## src/rtl/div3_pkg.sv

```systemverilog
package div3_pkg;

    // Two-wire residue: value is (2*hi + lo) mod 3, so 00 and 11 both mean zero.
    typedef struct packed {
        logic hi;
        logic lo;
    } res_pair_t;

    // Number of base-4 digits for a word of the given width.
    function automatic int digit_count(input int width);
        return (width + 1) / 2;
    endfunction

    // Nodes alive at a given tree level: ceil(pairs / 2**lvl).
    function automatic int nodes_at_level(input int lvl, input int pairs);
        return (pairs + (1 << lvl) - 1) >> lvl;
    endfunction

endpackage

```

## src/rtl/div3_digit_split.sv

```systemverilog
module div3_digit_split
    import div3_pkg::*;
#(
    parameter int WIDTH  = 32,
    parameter int NDIGIT = digit_count(WIDTH)
) (
    input  logic [WIDTH-1:0] bits_in,
    output res_pair_t        digits [NDIGIT]
);

    for (genvar j = 0; j < NDIGIT; j++) begin : g_digit
        if (2 * j + 1 < WIDTH) begin : g_full
            assign digits[j] = '{hi: bits_in[2*j+1], lo: bits_in[2*j]};
        end else begin : g_pad
            // odd width: top digit gets a constant-zero high wire
            assign digits[j] = '{hi: 1'b0, lo: bits_in[2*j]};
        end
    end

endmodule

```

## src/rtl/div3_pair_add.sv

```systemverilog
module div3_pair_add
    import div3_pkg::*;
(
    input  res_pair_t a,
    input  res_pair_t b,
    output res_pair_t sum
);

    logic a_one, a_two, b_one, b_two;

    // Normalise to one-hot flags; code 11 becomes neither (residue 0).
    always_comb begin
        a_one = a.lo & ~a.hi;
        a_two = a.hi & ~a.lo;
        b_one = b.lo & ~b.hi;
        b_two = b.hi & ~b.lo;
    end

    always_comb begin
        sum.lo = (a_two & b_two) | (a_one ^ b_one);
        sum.hi = (a_one & b_one) | (a_two ^ b_two);
    end

endmodule

```

## src/rtl/div3_reduce_tree.sv

```systemverilog
module div3_reduce_tree
    import div3_pkg::*;
#(
    parameter int NDIGIT = 16
) (
    input  res_pair_t leaves [NDIGIT],
    output res_pair_t root
);

    localparam int DEPTH = $clog2(NDIGIT);

    for (genvar k = 0; k <= DEPTH; k++) begin : g_lvl
        localparam int CNT = nodes_at_level(k, NDIGIT);
        res_pair_t nodes [CNT];

        if (k == 0) begin : g_leaf
            for (genvar j = 0; j < CNT; j++) begin : g_copy
                assign nodes[j] = leaves[j];
            end
        end else begin : g_merge
            localparam int PREV = nodes_at_level(k - 1, NDIGIT);
            for (genvar j = 0; j < CNT; j++) begin : g_node
                if (2 * j + 1 < PREV) begin : g_add
                    div3_pair_add u_add (
                        .a   (g_lvl[k-1].nodes[2*j]),
                        .b   (g_lvl[k-1].nodes[2*j+1]),
                        .sum (nodes[j])
                    );
                end else begin : g_pass
                    // leftover node rides up one level untouched
                    assign nodes[j] = g_lvl[k-1].nodes[2*j];
                end
            end
        end
    end

    assign root = g_lvl[DEPTH].nodes[0];

endmodule

```

## src/rtl/div3_detect.sv

```systemverilog
module div3_detect
    import div3_pkg::*;
#(
    parameter int WIDTH = 32
) (
    input  logic [WIDTH-1:0] data_in,
    output logic             div_by3
);

    localparam int NDIGIT = digit_count(WIDTH);

    res_pair_t digits [NDIGIT];
    res_pair_t root_pair;

    div3_digit_split #(
        .WIDTH  (WIDTH),
        .NDIGIT (NDIGIT)
    ) u_split (
        .bits_in (data_in),
        .digits  (digits)
    );

    div3_reduce_tree #(
        .NDIGIT (NDIGIT)
    ) u_tree (
        .leaves (digits),
        .root   (root_pair)
    );

    // residue zero when both wires agree (00 or 11)
    assign div_by3 = ~(root_pair.hi ^ root_pair.lo);

endmodule

```

## config.mk

```make
export PLATFORM = sky130hd
export DESIGN_NAME = div3_detect
export DESIGN_NICKNAME = d
export VERILOG_FILES = /design/src/rtl/div3_pkg.sv /design/src/rtl/div3_digit_split.sv /design/src/rtl/div3_pair_add.sv /design/src/rtl/div3_reduce_tree.sv /design/src/rtl/div3_detect.sv
export SDC_FILE = /design/constraint.sdc
export NUM_CORES = 1
export LEC_CHECK = 0
export CORE_UTILIZATION = 30
export DETAILED_ROUTE_END_ITERATION = 10
export DONT_BUFFER_PORTS = 1
export GPL_ROUTABILITY_DRIVEN = 0
export REMOVE_ABC_BUFFERS = 1
export SLEW_MARGIN = 20
export SYNTH_ARGS = -nofsm -noshare
export SYNTH_HDL_FRONTEND = slang
export SYNTH_SLANG_ARGS = --single-unit
export TNS_END_PERCENT = 50
```

## constraint.sdc

```tcl
create_clock -name vclk -period 2.7
set_input_delay 0.27 -clock vclk [all_inputs]
set_output_delay 0.27 -clock vclk [all_outputs]
set_load 0.01 [all_outputs]
```

==> impl_metrics.json <==
{
  "status": "complete, but fails checks",
  "violations": "setup timing",
  "ctsHoldBuffers": 0,
  "fp-row-count": 18,
  "cap_viol_max_count": 0,
  "synth_cell_types": 6,
  "drv_slew": 0,
  "synth_top_area_cell": "ha_1",
  "syn-cell-area_um2": 819.5,
  "start_util": 0.3249,
  "start_kind": "primary input",
  "drc": 0,
  "vdd_drop_max_mv": 0.5000,
  "clock_buffers": 0,
  "layout_common_cells": "nor2b_4, ha_1, nor2_2, o21a_1, ha_4",
  "seq_area_um2": 0,
  "timing.slew.headroom": 0.8736,
  "worstPathMaxFanout": 2,
  "io_buffers": 0,
  "ys_seq_area_frac": 0,
  "n_fill_cell": 236,
  "initialDrtViolationCount": 1,
  "grt_pass1_vias": 698,
  "worstPathRequired_ns": 2.43,
  "grt.total_usage": 0.1042,
  "seq_cell_count": 0,
  "drtPass1Iterations": 3,
  "use_met1": 0.1209,
  "synth_top_area_share": 0.4580,
  "crit_path_end_kind": "primary output",
  "synth-adder-area-share": 0.4580,
  "grt_pass1_wl_um": 2442,
  "synth_warnings": 0,
  "period_needed_ns": 2.716,
  "setup_slack_ns": -0.01634,
  "die_x_um": 54.27,
  "p_per_area_nw_per_um2": 341.9,
  "ant_nets": 0,
  "num_antenna_cells": 0,
  "setup_violations": 1,
  "antenna_found_initial": 0,
  "met2_usage": 0.2195,
  "multi_input_area_um2": 1240,
  "power_uw": 441.9,
  "core_um2": 2522,
  "via_count": 750,
  "avgSynthCellArea_um2": 7.659,
  "hpwl_um": 1259,
  "post_drt_wl_per_cell_um": 12.81,
  "finalHoldViolations": 0,
  "hold_path_class": "in2out",
  "switching_share": 0.4690,
  "grt_setup_unrepaired": "true",
  "routed_via_density": 5.396,
  "hold_depth": 10,
  "synth.area.top_cells": "ha_1, nor2b_1, o21a_1, nor3_1, nor2_1",
  "synth-xor-area-share": 0.01069,
  "cp.arrival_ns": 2.45,
  "crit_path_cell_trace": "nor2b_4, ha_4, nor2_2, o21a_1, ha_4, o21a_1, ha_4, o21a_1, ha_1, nor2_2, xnor2_2",
  "internal_power_uw": 234.6,
  "syn2layout_area_growth_pct": 57.71,
  "overflow": 0,
  "drive_above_1_share": 0.5872,
  "muxShareOfSynthArea": 0,
  "static-leakage-power_nw": 0.5594,
  "p_clk_frac": 0,
  "min_period_over_period": 1.006,
  "synth_top_family_by_area": "adder cells",
  "tightest_slew_ns": 0.1886,
  "max_freq_mhz": 368.1,
  "synth_compound_area_frac": 0.1282,
  "layout.cells.most_common": "nor2b_4",
  "grt_util_met3": 0,
  "hold_ws_ns": 1.753,
  "drt-total-wl_um": 1781,
  "die_area_um2": 2945,
  "dp_slack_ns": -0.08654,
  "slowest_stage": "ha_1",
  "syn_inst": 107,
  "slowest_delay_ns": 0.29,
  "grt_max_degree": 3,
  "seq_power_share": 0,
  "die_y_um": 54.27,
  "crit_type": "in2out",
  "ios": 33,
  "final_nets": 173,
  "comb_power_share": 1.000,
  "synth_simple_gate_area_share": 0.4031,
  "grt.busiest_layer": "met2",
  "p_sw_uw": 207.3
}
[critical path, delay by kind of cell]
kind            cells  cell delay, ns
fa+ha+maj           4            0.98
simple gates        3            0.42
compound gates      3            0.62
xor+xnor            1            0.15
[per-layer routing]
layer | routed length (µm) | share of wire
met1 | 654 | 0.37
met5 | 0 | 0
met4 | 0 | 0
met3 | 32 | 0.018
met2 | 1093 | 0.61
[final timing paths]
path,startpoint,end
worst min-delay path,data_in[3],div_by3
worst max-delay path,data_in[27],div_by3
[what timing repair did]
item,4_1_cts,5_1_grt
setup endpoints to repair,1,1
pin swaps,3,44
gates resized for setup,7,72
setup buffers,0,2
[cell usage after synthesis]
| library cell | number |
|---|---|
| ha_1 | 30 |
| xnor2_1 | 1 |
| nor2_1 | 16 |
| nor2b_1 | 32 |
| o21a_1 | 14 |
| nor3_1 | 14 |
[power by group through the flow]
stage | registers (mW) | logic (mW) | clock network, mW
global placement | 0 | 0.276 | 0
finish | 0 | 0.442 | 0
floorplan | 0 | 0.249 | 0
global route | 0 | 0.503 | 0
CTS | 0 | 0.349 | 0
detailed placement | 0 | 0.285 | 0
[per-stage QoR]
stage | std cells | cell area, µm² | TNS (ns) | utilization
after floorplan | 107 | 819.5 | 0 | -
after global placement | 137 | 857.1 | -0.02387 | 0.3398
after detailed placement | 137 | 857.1 | -0.08654 | 0.3398
after CTS | 137 | 884.6 | 0 | 0.3507
after global routing | 139 | 1292 | -0.1415 | 0.5124
final | 139 | 1292 | -0.01634 | 0.5124
[cell type report]
cell class / count / area share
multi-input combinational: 107 / 0.9593
timing repair buffer: 2 / 0.01162
tap: 30 / 0.02904
[cells by family (layout without fill, tap and decap cells)]
family / after synthesis / after routing
and+or+nand+nor: 62 / 62
adders and majority gates: 30 / 30
AOI/OAI and AO/OA: 14 / 14
xor gates and xnor gates: 1 / 1
buffers and inverters: 0 / 2
(Power assumes the default switching activity.)
